[src/rtl/flash_erase_pkg.sv]
package flash_erase_pkg;

  localparam logic [7:0] OPC_WEN      = 8'h06;
  localparam logic [7:0] OPC_SECTOR   = 8'h20;
  localparam logic [7:0] OPC_BLOCK_A  = 8'h52;
  localparam logic [7:0] OPC_BLOCK_B  = 8'hD8;
  localparam logic [7:0] OPC_STATUS   = 8'h05;

  localparam int FRAME_W   = 32;
  localparam int NBITS_W   = 6;

  typedef enum logic [2:0] {
    SEQ_IDLE    = 3'd0,
    SEQ_WEN_GO  = 3'd1,
    SEQ_WEN_WT  = 3'd2,
    SEQ_ERS_GO  = 3'd3,
    SEQ_ERS_WT  = 3'd4,
    SEQ_POL_GO  = 3'd5,
    SEQ_POL_WT  = 3'd6
  } seq_state_t;

endpackage

[src/rtl/fes_frame_shifter.sv]
module fes_frame_shifter
  import flash_erase_pkg::*;
#(
  parameter int DIV = 4,
  parameter int GAP = 2
) (
  input  logic               clk,
  input  logic               rst_n,
  input  logic               start,
  input  logic [NBITS_W-1:0] nbits,
  input  logic [FRAME_W-1:0] tx,
  input  logic               miso,
  output logic               ready,
  output logic               fin,
  output logic               rx_last,
  output logic               sck,
  output logic               cs_n,
  output logic               mosi
);

  localparam int HALF = DIV / 2;
  localparam int DW   = (HALF > 1) ? $clog2(HALF) : 1;
  localparam int GW   = $clog2(GAP + 1);
  localparam logic [DW-1:0] DIV_TOP = DW'(HALF - 1);
  localparam logic [GW-1:0] GAP_LD  = GW'(GAP);

  logic               act_q, act_d;
  logic               sck_q, sck_d;
  logic               cs_q, cs_d;
  logic               fin_q, fin_d;
  logic               rx_q, rx_d;
  logic [DW-1:0]      div_q, div_d;
  logic [NBITS_W-1:0] bit_q, bit_d;
  logic [NBITS_W-1:0] len_q, len_d;
  logic [FRAME_W-1:0] sh_q, sh_d;
  logic [GW-1:0]      gap_q, gap_d;
  logic               tick;

  assign tick = (div_q == DIV_TOP);

  always_comb begin
    act_d = act_q;
    sck_d = sck_q;
    cs_d  = cs_q;
    fin_d = 1'b0;
    rx_d  = rx_q;
    div_d = div_q;
    bit_d = bit_q;
    len_d = len_q;
    sh_d  = sh_q;
    gap_d = gap_q;
    if (!act_q) begin
      if (gap_q != '0) begin
        gap_d = gap_q - 1'b1;
      end else if (start) begin
        act_d = 1'b1;
        cs_d  = 1'b0;
        sh_d  = tx;
        len_d = nbits;
        bit_d = '0;
        div_d = '0;
        sck_d = 1'b0;
      end
    end else begin
      div_d = tick ? '0 : div_q + 1'b1;
      if (tick) begin
        if (!sck_q) begin
          sck_d = 1'b1;
          rx_d  = miso;
        end else begin
          sck_d = 1'b0;
          if (bit_q == len_q - 1'b1) begin
            act_d = 1'b0;
            cs_d  = 1'b1;
            fin_d = 1'b1;
            gap_d = GAP_LD;
          end else begin
            bit_d = bit_q + 1'b1;
            sh_d  = {sh_q[FRAME_W-2:0], 1'b0};
          end
        end
      end
    end
  end

  always_ff @(posedge clk or negedge rst_n) begin
    if (!rst_n) begin
      act_q <= 1'b0;
      sck_q <= 1'b0;
      cs_q  <= 1'b1;
      fin_q <= 1'b0;
      rx_q  <= 1'b0;
      div_q <= '0;
      bit_q <= '0;
      len_q <= '0;
      sh_q  <= '0;
      gap_q <= '0;
    end else begin
      act_q <= act_d;
      sck_q <= sck_d;
      cs_q  <= cs_d;
      fin_q <= fin_d;
      rx_q  <= rx_d;
      div_q <= div_d;
      bit_q <= bit_d;
      len_q <= len_d;
      sh_q  <= sh_d;
      gap_q <= gap_d;
    end
  end

  assign ready   = !act_q && (gap_q == '0);
  assign fin     = fin_q;
  assign rx_last = rx_q;
  assign sck     = sck_q;
  assign cs_n    = cs_q;
  assign mosi    = act_q & sh_q[FRAME_W-1];

endmodule

[src/rtl/fes_poll_budget.sv]
module fes_poll_budget #(
  parameter int PLW = 8
) (
  input  logic           clk,
  input  logic           rst_n,
  input  logic           clr,
  input  logic           inc,
  input  logic [PLW-1:0] limit,
  output logic           spent
);

  logic [PLW-1:0] cnt_q, cnt_d;

  always_comb begin
    cnt_d = cnt_q;
    if (clr)      cnt_d = '0;
    else if (inc) cnt_d = cnt_q + 1'b1;
  end

  always_ff @(posedge clk or negedge rst_n) begin
    if (!rst_n) cnt_q <= '0;
    else        cnt_q <= cnt_d;
  end

  // true when the poll now finishing is the last one allowed (limit 0 acts as 1)
  assign spent = ({1'b0, cnt_q} + 1'b1) >= {1'b0, limit};

endmodule

[src/rtl/flash_erase_seq.sv]
module flash_erase_seq
  import flash_erase_pkg::*;
#(
  parameter int DIV = 4,
  parameter int GAP = 2,
  parameter int PLW = 8
) (
  input  logic           clk,
  input  logic           rst_n,
  input  logic           req_valid,
  input  logic           req_block,
  input  logic           req_alt,
  input  logic [23:0]    req_addr,
  input  logic [PLW-1:0] poll_limit,
  output logic           busy,
  output logic           done,
  output logic           err,
  output logic           sck,
  output logic           cs_n,
  output logic           mosi,
  input  logic           miso
);

  logic [1:0] rsync_q;
  logic       rst_i_n;

  always_ff @(posedge clk or negedge rst_n) begin
    if (!rst_n) rsync_q <= 2'b00;
    else        rsync_q <= {rsync_q[0], 1'b1};
  end
  assign rst_i_n = rsync_q[1];

  seq_state_t     st_q, st_d;
  logic [23:0]    addr_q, addr_d;
  logic           blk_q, blk_d;
  logic           alt_q, alt_d;
  logic [PLW-1:0] lim_q, lim_d;
  logic           done_q, done_d;
  logic           err_q, err_d;

  logic               fr_start, fr_ready, fr_fin, fr_rx;
  logic [NBITS_W-1:0] fr_nbits;
  logic [FRAME_W-1:0] fr_tx;
  logic               pb_clr, pb_inc, pb_spent;
  logic [7:0]         ers_opc;

  assign ers_opc = !blk_q ? OPC_SECTOR : (alt_q ? OPC_BLOCK_B : OPC_BLOCK_A);

  always_comb begin
    case (st_q)
      SEQ_WEN_GO: begin
        fr_nbits = NBITS_W'(8);
        fr_tx    = {OPC_WEN, 24'h0};
      end
      SEQ_ERS_GO: begin
        fr_nbits = NBITS_W'(32);
        fr_tx    = {ers_opc, addr_q};
      end
      default: begin
        fr_nbits = NBITS_W'(16);
        fr_tx    = {OPC_STATUS, 24'h0};
      end
    endcase
  end

  always_comb begin
    st_d     = st_q;
    addr_d   = addr_q;
    blk_d    = blk_q;
    alt_d    = alt_q;
    lim_d    = lim_q;
    done_d   = 1'b0;
    err_d    = 1'b0;
    fr_start = 1'b0;
    pb_clr   = 1'b0;
    pb_inc   = 1'b0;
    case (st_q)
      SEQ_IDLE: begin
        if (req_valid) begin
          addr_d = req_addr;
          blk_d  = req_block;
          alt_d  = req_alt;
          lim_d  = poll_limit;
          st_d   = SEQ_WEN_GO;
        end
      end
      SEQ_WEN_GO: begin
        if (fr_ready) begin
          fr_start = 1'b1;
          st_d     = SEQ_WEN_WT;
        end
      end
      SEQ_WEN_WT: begin
        if (fr_fin) st_d = SEQ_ERS_GO;
      end
      SEQ_ERS_GO: begin
        if (fr_ready) begin
          fr_start = 1'b1;
          st_d     = SEQ_ERS_WT;
        end
      end
      SEQ_ERS_WT: begin
        if (fr_fin) begin
          pb_clr = 1'b1;
          st_d   = SEQ_POL_GO;
        end
      end
      SEQ_POL_GO: begin
        if (fr_ready) begin
          fr_start = 1'b1;
          st_d     = SEQ_POL_WT;
        end
      end
      SEQ_POL_WT: begin
        if (fr_fin) begin
          if (!fr_rx) begin
            done_d = 1'b1;
            st_d   = SEQ_IDLE;
          end else if (pb_spent) begin
            done_d = 1'b1;
            err_d  = 1'b1;
            st_d   = SEQ_IDLE;
          end else begin
            pb_inc = 1'b1;
            st_d   = SEQ_POL_GO;
          end
        end
      end
      default: st_d = SEQ_IDLE;
    endcase
  end

  always_ff @(posedge clk or negedge rst_i_n) begin
    if (!rst_i_n) begin
      st_q   <= SEQ_IDLE;
      addr_q <= '0;
      blk_q  <= 1'b0;
      alt_q  <= 1'b0;
      lim_q  <= '0;
      done_q <= 1'b0;
      err_q  <= 1'b0;
    end else begin
      st_q   <= st_d;
      addr_q <= addr_d;
      blk_q  <= blk_d;
      alt_q  <= alt_d;
      lim_q  <= lim_d;
      done_q <= done_d;
      err_q  <= err_d;
    end
  end

  fes_frame_shifter #(.DIV(DIV), .GAP(GAP)) u_shift (
    .clk     (clk),
    .rst_n   (rst_i_n),
    .start   (fr_start),
    .nbits   (fr_nbits),
    .tx      (fr_tx),
    .miso    (miso),
    .ready   (fr_ready),
    .fin     (fr_fin),
    .rx_last (fr_rx),
    .sck     (sck),
    .cs_n    (cs_n),
    .mosi    (mosi)
  );

  fes_poll_budget #(.PLW(PLW)) u_budget (
    .clk   (clk),
    .rst_n (rst_i_n),
    .clr   (pb_clr),
    .inc   (pb_inc),
    .limit (lim_q),
    .spent (pb_spent)
  );

  assign busy = (st_q != SEQ_IDLE);
  assign done = done_q;
  assign err  = err_q;

endmodule

[config.mk]
export PLATFORM = sky130hd
export DESIGN_NAME = flash_erase_seq
export DESIGN_NICKNAME = d
export VERILOG_FILES = /design/src/rtl/flash_erase_pkg.sv /design/src/rtl/fes_frame_shifter.sv /design/src/rtl/fes_poll_budget.sv /design/src/rtl/flash_erase_seq.sv
export SDC_FILE = /design/constraint.sdc
export NUM_CORES = 1
export LEC_CHECK = 0
export BUFFER_PORTS_ARGS = -buffer_cell sky130_fd_sc_hd__buf_2
export CAP_MARGIN = 0
export CORE_UTILIZATION = 52
export CTS_CLUSTER_DIAMETER = 50
export DETAILED_ROUTE_END_ITERATION = 16
export PLACE_DENSITY = 0.76
export RECOVER_POWER = 100
export REMOVE_ABC_BUFFERS = 1
export SLEW_MARGIN = 30
export SYNTH_ARGS = -nofsm -noshare
export SYNTH_HDL_FRONTEND = slang
export SYNTH_HIERARCHICAL = 1
export SYNTH_SLANG_ARGS = --single-unit
[constraint.sdc]
create_clock -name clk -period 3.5 [get_ports clk]
set_input_delay 0.175 -clock clk [delete_from_list [all_inputs] [get_ports clk]]
set_output_delay 0.175 -clock clk [all_outputs]
set_load 0.01 [all_outputs]
==> flow_metrics.tcl, run 1 <==
set metrics [dict create \
    static-leakage-power_nw 2.34 \
    drive_above_1_share 0.164 \
    post_synthesis_cell_type_with_the_largest_combined_area "sky130_fd_sc_hd__dfrtp_1" \
    numPortBuffers 43 \
    post-dp-hpwl_mm 6.73 \
    critical_path_buf_inv_count 1 \
    worstSetupStartpoint "u_shift/act_q" \
    rows 36 \
    seq_area_frac_synth 0.490 \
    synth.ff_latch_count 101 \
    first_iter_violations 218 \
    cts_buffer_depth 2 \
    clkSinkCount 101 \
    routed-via-count 3695 \
    die_area_sq_um 10300 \
    layout.area.seq_sq_um 2530 \
    number_of_buffers_created_by_cts 9 \
    remaining_number_of_nets_flagged_by_the_antenna_check_after_routing 0 \
    most_used_flip_flop_cell_after_synthesis "sky130_fd_sc_hd__dfrtp_1" \
    gp_congestion 0.786 \
    delay_heaviest_family_cp "buffers and inverters" \
    global_route.usage.met2 0.348 \
    critical_path.endpoint "u_shift/bit_q[5]" \
    startpoint_type "flip-flop" \
    start_util 0.533 \
    timing_max_transition_violations_final 79 \
    critical_path.reg2reg.startpoint "u_shift/act_q" \
    finalCriticalPeriod_ps 3200 \
    grtUsageMet3 0.0414 \
    io-pin-count 44 \
    period_share 0.915 \
    worst-path-max-fanout 43 \
    grt.busiest_layer "met2" \
    timing.clock.skew_ps 13.2 \
    worst-endpoint-required_ps 3790 \
    wl_per_cell_um 15.6 \
    num-fill-cells 872 \
    cts_tree "built" \
    grt_pass1_wl_mm 17.6 \
    yosys-top-cells-area "sky130_fd_sc_hd__dfrtp_1 (48%), sky130_fd_sc_hd__mux2_4 (8.7%), sky130_fd_sc_hd__o22ai_1 (7.5%)" \
    setup_violations 0 \
    ordered_list_of_cells_on_the_worst_path "clkbuf_1, nand3_2, nand2_2, o21ai_1, or3_1, a21oi_1" \
    vertical_die_dimension_um 102 \
    worstHoldPathType "input port to flip-flop" \
    synth.most_common_cell "sky130_fd_sc_hd__dfrtp_1" \
    totalPowerFinal_mw 4.32 \
    multiInputGateArea_sq_um 2260 \
    synth.avg_cell_area_sq_um 10.8 \
    r2r-end "u_shift/bit_q[5]" \
    synth_common_cells "sky130_fd_sc_hd__dfrtp_1 (100), sky130_fd_sc_hd__o22ai_1 (62), sky130_fd_sc_hd__a21oi_1 (43), sky130_fd_sc_hd__nand2_1 (32), sky130_fd_sc_hd__mux2_4 (30)" \
    die_x_um 102 \
    path_clk_slew_ps 110 \
    ys_types 55 \
    finalWirelength_mm 10.2 \
    synth_async_sr_flop_share 1.00 \
    failed_checks "design-rule violations, max-capacitance violations, max-slew violations" \
    route.detailed.vias_per_inst 5.67 \
    cts_htree_levels 3 \
    synth_top_cell_area_share 0.484 \
    cts_root_buffer "sky130_fd_sc_hd__clkbuf_8" \
    final_count_of_hold_timing_violations 0 \
    status "finished, violations left" \
    n_antenna_cell 0 \
    core-area_sq_um 9680 \
    global_route.usage.total 0.216 \
    via_count_of_the_first_global_routing_pass 3760 \
    synth_enable_flop_cells 0 \
    tightestPinTransition_ps 1870 \
    path_depth 6 \
    final_critical_path_setup_slack_ps 297 \
    maxCapViolations 2 \
    worstRegToRegCells 6 \
    grt_start_max_net_pins 54 \
    post_synthesis_cell_count 478 \
    worst-setup-path-type "flip-flop to flip-flop" \
    grt_use_met1 0.293 \
    timing.max_slew.rel_slack -0.245 \
    worst_path_largest_cell_delay_ps 1350 \
    gr-total-overflow 0 \
    grt_antenna_before_repair 0 \
    final_nets 564 \
    cp_data_arrival_time_ps 3490 \
    placement.setup.worst_slack_ps 9.72 \
    drt_drc_violations_left 1 \
    fmax_mhz 312 \
    mappedNetlistArea_sq_um 5160 \
    vdd_drop_max_mv 0.362 \
    power-per-cell-area_nw_per_um2 785 \
    endpoint_kind "flip-flop" \
    drt_pre_antenna_iters 10 \
    yosys_warnings 6 \
    layout-area-overhead-vs-synth_pct 6.54 \
    reg2reg_setup_slack_ps 300 \
    clk_latency_ps 370 \
    crit_slowest_cell "sky130_fd_sc_hd__clkbuf_1" \
]
==> state kept, by name (all words and copies together) (netlist names), 2 cells and up <==
signal          flops
u_shift/gap_q       2
u_shift/bit_q       6
u_shift/len_q       6
rsync_q             2
st_q                3
u_budget/cnt_q      8
addr_q             24
u_shift/sh_q       32
lim_q               8
==> kinds of logic (layout without fill, tap and decap cells) <==
kind of cell,after synthesis,count (layout),synth area share
mux,37,37,0.102
flops,101,101,0.490
compound gates,135,135,0.154
other cells,2,4,0.00145
fa+ha+maj,12,12,0.0291
simple gates,122,122,0.130
xor+xnor,23,23,0.0390
buf+inv,46,85,0.0543
==> cells in the final DEF, fill, tap and decap left out, types with 4 or more instances in the layout <==
| cell type | instances |
|---|---|
| sky130_fd_sc_hd__inv_1 | 14 |
| sky130_fd_sc_hd__o21ai_1 | 8 |
| sky130_fd_sc_hd__ha_1 | 11 |
| sky130_fd_sc_hd__clkbuf_8 | 9 |
| sky130_fd_sc_hd__mux2_2 | 5 |
| sky130_fd_sc_hd__xnor2_1 | 10 |
| sky130_fd_sc_hd__xor2_1 | 13 |
| sky130_fd_sc_hd__clkbuf_1 | 7 |
| sky130_fd_sc_hd__a21oi_1 | 43 |
| sky130_fd_sc_hd__conb_1 | 4 |
| sky130_fd_sc_hd__dfrtp_1 | 100 |
| sky130_fd_sc_hd__nand3_1 | 7 |
| sky130_fd_sc_hd__o22ai_1 | 62 |
| sky130_fd_sc_hd__buf_2 | 38 |
| sky130_fd_sc_hd__and2_1 | 26 |
| sky130_fd_sc_hd__or3_1 | 5 |
| sky130_fd_sc_hd__nor2_1 | 22 |
| sky130_fd_sc_hd__o21ai_0 | 11 |
| sky130_fd_sc_hd__nand2_1 | 32 |
| sky130_fd_sc_hd__mux2_1 | 28 |
| sky130_fd_sc_hd__buf_4 | 6 |
==> cell type report <==
type,count,area share
Multi-Input combinational cell,333,0.411
Clock inverter,6,0.0141
Inverter,15,0.0102
Clock buffer,10,0.0232
Tap cell,133,0.0302
Sequential cell,101,0.460
Timing Repair Buffer,54,0.0514
==> layer usage <==
layer,vias to the layer above,part of all wire
li1,1780,-
met1,1811,0.44
met2,90,0.50
met3,14,0.045
met4,0,0.012
met5,-,0
==> through the flow <==
| step | std cells | setup TNS (ps) | instance area, sq um | hold WS, ps | utilization |
|---|---|---|---|---|---|
| after floorplan | 449 | -12760 | 4950 | -121 | - |
| after CTS | 648 | 0 | 5630 | 4.36 | 0.582 |
| after detailed placement | 631 | 0 | 5420 | -35.5 | 0.559 |
| after global routing | 652 | -19.3 | 5500 | 0.851 | 0.568 |
| after global placement | 630 | 0 | 5380 | -39.6 | 0.555 |
| final | 652 | 0 | 5500 | 13.1 | 0.568 |
==> where the power goes <==
group | total [mW] | switching [mW] | internal, mW
registers | 1.96 | 0.356 | 1.60
clock network | 0.769 | 0.425 | 0.344
logic | 1.60 | 0.909 | 0.687
==> timing repair <==
item	CTS	global route
buffers inserted	0	4
gates resized for setup	1	3
endpoints found under the setup margin	1	5
endpoints found under the hold margin	2	0
hold buffers	1	0
pin swaps	0	2
==> worst min path at each step <==
stage	from	endpoint	depth (start not counted)
after detailed placement	rst_n	rsync_q[0]	1
final	req_addr[13]	addr_q[13]	2
after global placement	rst_n	rsync_q[0]	1
after CTS	req_addr[13]	addr_q[13]	2
after global routing	req_addr[11]	addr_q[11]	2
after floorplan	rst_n	rsync_q[0]	0
(Power assumes the default switching activity.)
==> run 2: changes to the inputs <==
Settings changed: BUFFER_PORTS_ARGS -buffer_cell sky130_fd_sc_hd__buf_2 to default, DONT_BUFFER_PORTS from default to 1, PLACE_DENSITY 0.76 to 0.72.
==> run 2 against run 1 <==
Against the previous run: the run ends with max-capacitance violations, max-slew violations left; critical path depth grew 9; routed wire length shrank 3.8%; clock power shrank 4.9%; cell count shrank 1.4%; sequential share of layout area shrank 0.81 points; sequential cell count is the same; critical endpoint is now u_budget/cnt_q[7]; largest cell class unchanged; largest power group unchanged.
==> flow_metrics.tcl, run 2 (same netlist as run 1, synthesis figures left out) <==
set metrics [dict create \
    internal_power_mw 2.62 \
    die_x_um 102 \
    via_count_of_the_first_global_routing_pass 3556 \
    sw_frac_of_total 0.381 \
    numPortBuffers 0 \
    rsz_0062_raised_after_global_routing "no" \
    tightestPinTransition_ps 2380 \
    mostFrequentLayoutCell "sky130_fd_sc_hd__dfrtp_1" \
    grt_start_max_net_pins 63 \
    drive_above_1_share 0.0784 \
    final_count_of_hold_timing_violations 0 \
    gr-total-overflow 0 \
    finalWirelength_mm 9.77 \
    clkSinkCount 101 \
    period_share 0.904 \
    vdd_drop_max_mv 0.395 \
    critical_path_buf_inv_count 0 \
    clk_latency_ps 360 \
    grt.busiest_layer "met2" \
    final_critical_path_setup_slack_ps 335 \
    global_route.usage.met2 0.345 \
    post-dp-hpwl_mm 6.18 \
    worst-setup-path-type "flip-flop to flip-flop" \
    crit_slowest_cell "sky130_fd_sc_hd__dfrtp_2" \
    rows 36 \
    start_util 0.533 \
    cts_buffer_depth 2 \
    num-fill-cells 850 \
    number_of_buffers_created_by_cts 9 \
    vertical_die_dimension_um 102 \
    worstHoldPathType "input port to asynchronous set/reset pin" \
    maxCapViolations 3 \
    timing.max_slew.rel_slack -0.586 \
    grtUsageMet3 0.0414 \
    seq_power_share 0.466 \
    ordered_list_of_cells_on_the_worst_path "ha_1, nand3_1, nor2_1, xor2_1, ha_1, a21oi_1, nand2_1, a221oi_1, o21ai_0, nand2b_2, nor2_4, nand4_1, nor3_1, xnor2_1, nor2_1" \
    final_nets 555 \
    n_antenna_cell 0 \
    timing.clock.skew_ps 5.19 \
    drt_pre_antenna_iters 4 \
    endpoint_kind "flip-flop" \
    delay_heaviest_family_cp "simple AND/OR/NAND/NOR gates" \
    setup_violations 0 \
    layout-area-overhead-vs-synth_pct 8.50 \
    cts_htree_levels 3 \
    failed_checks "max-capacitance violations, max-slew violations" \
    gp_congestion 0.783 \
    routed-via-count 3608 \
    largest_register_ff_count 32 \
    die_area_sq_um 10300 \
    static-leakage-power_nw 2.31 \
    status "finished, violations left" \
    cp_data_arrival_time_ps 3380 \
    p_clk_frac 0.173 \
    comb_power_share 0.362 \
    final_sum_of_negative_setup_slack_ps 0 \
    worst_path_largest_cell_delay_ps 410 \
    first_iter_violations 153 \
    io-pin-count 44 \
    timing_max_transition_violations_final 142 \
    layout_common_cells "sky130_fd_sc_hd__dfrtp_1 (99), sky130_fd_sc_hd__o22ai_1 (62), sky130_fd_sc_hd__a21oi_1 (43), sky130_fd_sc_hd__dlygate4sd3_1 (37), sky130_fd_sc_hd__nand2_1 (33)" \
    placement.setup.worst_slack_ps 238 \
    finalCriticalPeriod_ps 3170 \
    core-area_sq_um 9680 \
    postCtsSetupBuffers 0 \
    worst-endpoint-required_ps 3720 \
    drt_drc_violations_left 0 \
    switching_power_mw 1.61 \
    startpoint_type "flip-flop" \
    power-per-cell-area_nw_per_um2 755 \
    cts_root_buffer "sky130_fd_sc_hd__clkbuf_8" \
    layout_top_registers "u_shift/sh_q (32), addr_q (24)" \
    global_route.usage.total 0.209 \
    grt_antenna_before_repair 0 \
    route.detailed.vias_per_inst 5.61 \
    cts_tree "built" \
    wl_per_cell_um 15.2 \
    regMostFlops "u_shift/sh_q" \
    fmax_mhz 316 \
    grt_use_met1 0.279 \
    remaining_number_of_nets_flagged_by_the_antenna_check_after_routing 0 \
    path_clk_slew_ps 90 \
    worst-path-max-fanout 5 \
    grt_pass1_wl_mm 16.9 \
]
## run 2: cell count changes in the layout (fill, tap and decap cells not counted), moves of 2 or more
| cell | change |
|---|---|
| sky130_fd_sc_hd__o21ai_1 | -3 |
| sky130_fd_sc_hd__o21ai_0 | +4 |
| sky130_fd_sc_hd__inv_6 | -2 |
| sky130_fd_sc_hd__dlygate4sd3_1 | +36 |
| sky130_fd_sc_hd__buf_2 | -38 |
| sky130_fd_sc_hd__buf_4 | -4 |
| sky130_fd_sc_hd__clkbuf_1 | -3 |
## run 2: stage by stage
stage                     instance area (sq um)  utilization  hold slack (ps)  std cells  power (mW)
final                                      5600        0.579             40.1        643        4.23
after global routing                       5600        0.579             22.8        643        4.57
after CTS                                  5750        0.594             16.5        643        4.45
after detailed placement                   5190        0.536             -121        590        3.67
after global placement                     5180        0.535             -121        590        3.60
after floorplan                            4950            -             -121        449        3.23
## run 2: final cells by class
class	count	area, sq um	area share
clock buffers	11	131	0.0234
clock inverters	5	60.1	0.0107
inverters	15	56.3	0.0100
multi-input cells	333	2240	0.401
flip-flops and latches	101	2530	0.451
well taps	133	166	0.0297
repair buffers	45	415	0.0741
## run 2: path summary, 6_finish.rpt
check                             startpoint                 to  slack [ps]  depth (start not counted)
setup / recovery           u_budget/cnt_q[0]  u_budget/cnt_q[7]         330                         15
hold / removal                         rst_n         rsync_q[1]          40                          1
setup reg to reg           u_budget/cnt_q[0]  u_budget/cnt_q[7]         330                         15
hold reg to reg                   rsync_q[0]         rsync_q[1]         360                          0
max in group asynchronous         rsync_q[1]   u_shift/sh_q[24]         890                          1
min in group clk                  rsync_q[0]         rsync_q[1]         360                          0
## run 2: timing repair
action / in CTS / in global routing
resized for setup: 0 / 4
hold buffers: 37 / 0
hold endpoints to repair: 38 / 0
endpoints found under the setup margin: 0 / 4
## run 2: per-layer routing
metal,routed length [um],vias to the layer above
met2,4820,86
met4,131,0
li1,-,1765
met1,4420,1743
met5,0,-
met3,396,14
## run 2: power groups by stage
stage	sequential [mW]	clock, mW	combinational [mW]
after floorplan	1.93	0	1.30
after global placement	1.99	0	1.61
after detailed placement	2.00	0	1.66
after CTS	1.98	0.757	1.71
after global routing	2.03	0.805	1.73
final	1.97	0.731	1.53
==> run 3: changes to the inputs <==
Settings changed: GPL_TIMING_DRIVEN from default to 0.
==> run 3 against run 2 <==
Against the previous run: the run still ends with max-capacitance violations, max-slew violations left; core utilization grew 0.52 points; die area is the same; fmax shrank 4.5%; worst setup slack lost 150 ps; sequential cell count is the same; global-route usage shrank 0.26 points.
==> flow_metrics.tcl, run 3 (same netlist as run 1, synthesis figures left out) <==
set metrics [dict create \
    power-per-cell-area_nw_per_um2 758 \
    global_route.usage.total 0.206 \
    placement.setup.worst_slack_ps -81.8 \
    final_nets 552 \
    static-leakage-power_nw 2.33 \
    worstRegToRegCells 14 \
    core-area_sq_um 9680 \
    post-dp-hpwl_mm 6.10 \
    final_critical_path_setup_slack_ps 186 \
    grt_pass1_wl_mm 16.7 \
    num-fill-cells 840 \
    crit_slowest_cell "sky130_fd_sc_hd__dfrtp_2" \
    startpoint_type "flip-flop" \
    routed-via-count 3599 \
    finalCriticalPeriod_ps 3310 \
    gp_congestion 0.841 \
    totalPowerFinal_mw 4.29 \
    rows 36 \
    cts_buffer_depth 2 \
    clk_latency_ps 370 \
    cts_htree_levels 3 \
    layout_top_registers "u_shift/sh_q (32), addr_q (24)" \
    die_area_sq_um 10300 \
    wl_met3_um 372 \
    met2_wirelength_mm 4.65 \
    failed_checks "max-capacitance violations, max-slew violations" \
    worst-path-max-fanout 6 \
    final_count_of_hold_timing_violations 0 \
    timing.max_slew.rel_slack -0.519 \
    tightestPinTransition_ps 2280 \
    die_x_um 102 \
    vdd_drop_max_mv 0.368 \
    layout-area-overhead-vs-synth_pct 9.47 \
    vertical_die_dimension_um 102 \
    number_of_buffers_created_by_cts 9 \
    worstHoldPathType "input port to asynchronous set/reset pin" \
    critical_path.reg2reg.startpoint "u_budget/cnt_q[0]" \
    path_clk_slew_ps 100 \
    cts_tree "built" \
    mostFrequentLayoutCell "sky130_fd_sc_hd__dfrtp_1" \
    worst-setup-path-type "flip-flop to flip-flop" \
    regMostFlops "u_shift/sh_q" \
    setup_violations 0 \
    gr-total-overflow 0 \
    drt_pre_antenna_iters 5 \
    timing_max_transition_violations_final 128 \
    via_count_of_the_first_global_routing_pass 3626 \
    remaining_number_of_nets_flagged_by_the_antenna_check_after_routing 0 \
    numPortBuffers 0 \
    start_util 0.533 \
    drt_drc_violations_left 0 \
    timing.clock.skew_ps 14.4 \
    period_share 0.947 \
    detail_route.wirelength.met1_mm 4.47 \
    cp_data_arrival_time_ps 3600 \
    fmax_mhz 302 \
    grt_antenna_before_repair 0 \
    largest_register_ff_count 32 \
    topRoutingLayerUsed "met4" \
    worst_path_largest_cell_delay_ps 420 \
    drive_above_1_share 0.0868 \
    clkSinkCount 101 \
    status "finished, violations left" \
    cts_root_buffer "sky130_fd_sc_hd__clkbuf_8" \
    first_iter_violations 142 \
    finalWirelength_mm 9.59 \
    maxCapViolations 3 \
    ordered_list_of_cells_on_the_worst_path "ha_1, nand3_1, nor2_1, xor2_1, ha_1, a21oi_1, nand2_1, a221oi_1, o21ai_1, nand2b_2, nor2_4, nand4_1, or3_1, a21oi_1" \
    n_antenna_cell 0 \
    route.detailed.vias_per_inst 5.62 \
    io-pin-count 44 \
    worst-endpoint-required_ps 3790 \
    r2r-end "u_budget/cnt_q[6]" \
    reg2reg_setup_slack_ps 190 \
    endpoint_kind "flip-flop" \
    grt_start_max_net_pins 49 \
    layout_common_cells "sky130_fd_sc_hd__dfrtp_1 (98), sky130_fd_sc_hd__o22ai_1 (62), sky130_fd_sc_hd__a21oi_1 (43), sky130_fd_sc_hd__dlygate4sd3_1 (37), sky130_fd_sc_hd__nand2_1 (32)" \
    wl_per_cell_um 15.0 \
]
==> run 3: changes by cell type in the layout (fill, tap and decap cells not counted), moves of 2 or more <==
cell | before | now
sky130_fd_sc_hd__clkbuf_1 | 4 | 1
sky130_fd_sc_hd__o21ai_0 | 15 | 13
sky130_fd_sc_hd__clkinv_4 | 1 | 3
sky130_fd_sc_hd__clkbuf_2 | 3 | 0
==> run 3: critical path: cells and delay by family, from the launching register on <==
kind	cells	cell delay (ps)
flops	1	420
compound gates	4	730
fa+ha+maj	2	520
simple gates	7	1400
xor+xnor	1	170
==> run 3: through the flow <==
stage | utilization | hold slack (ps) | instance area, sq um | TNS, ps | std cells
2_1_floorplan | - | -121 | 4950 | -12760 | 449
3_3_place_gp | 0.528 | -121 | 5110 | -121150 | 582
3_5_place_dp | 0.538 | -121 | 5210 | -1230 | 585
4_1_cts | 0.598 | 12.4 | 5800 | 0 | 638
5_1_grt | 0.584 | 7.04 | 5650 | -11.5 | 640
6_report | 0.584 | 23.9 | 5650 | 0 | 640
==> run 3: how the worst max path moves through the flow <==
stage / startpoint / endpoint / slack (ps) / depth (start not counted)
after floorplan: u_shift/act_q / u_shift/sh_q[10] / -410 / 9
after global placement: u_shift/act_q / u_shift/sh_q[12] / -2010 / 9
after detailed placement: u_budget/cnt_q[0] / u_budget/cnt_q[6] / -80 / 14
after CTS: u_budget/cnt_q[0] / u_budget/cnt_q[6] / 8 / 14
after global routing: u_budget/cnt_q[0] / u_budget/cnt_q[6] / -10 / 14
final: u_budget/cnt_q[0] / u_budget/cnt_q[6] / 190 / 14
==> run 3: area by class of cell <==
cell class              instances  area (sq um)  share of cell area
repair buffers                 42           427              0.0755
multi-input cells             333          2270               0.401
clock buffers                   9           124              0.0219
flip-flops and latches        101          2530               0.448
inverters                      15          56.3             0.00996
well taps                     133           166              0.0294
clock inverters                 7          81.3              0.0144
==> run 3: metal layers <==
metal / up-vias / global-route usage
li1: 1758 / -
met1: 1761 / 0.278
met2: 72 / 0.338
met3: 8 / 0.0462
met4: 0 / 0.0557
met5: - / 0
==> run 3: what timing repair did <==
action,CTS,global route
hold buffers,37,0
setup buffers,0,2
hold endpoints to repair,38,0
resized for setup,2,5
endpoints found under the setup margin,27,29
pin swaps,0,1
==> run 3: report_power, final <==
part / leakage, nW / switching [mW] / internal, mW
clock network: 0.106 / 0.414 / 0.341
registers: 1.16 / 0.427 / 1.60
logic: 1.07 / 0.801 / 0.704
total: 2.33 / 1.64 / 2.64
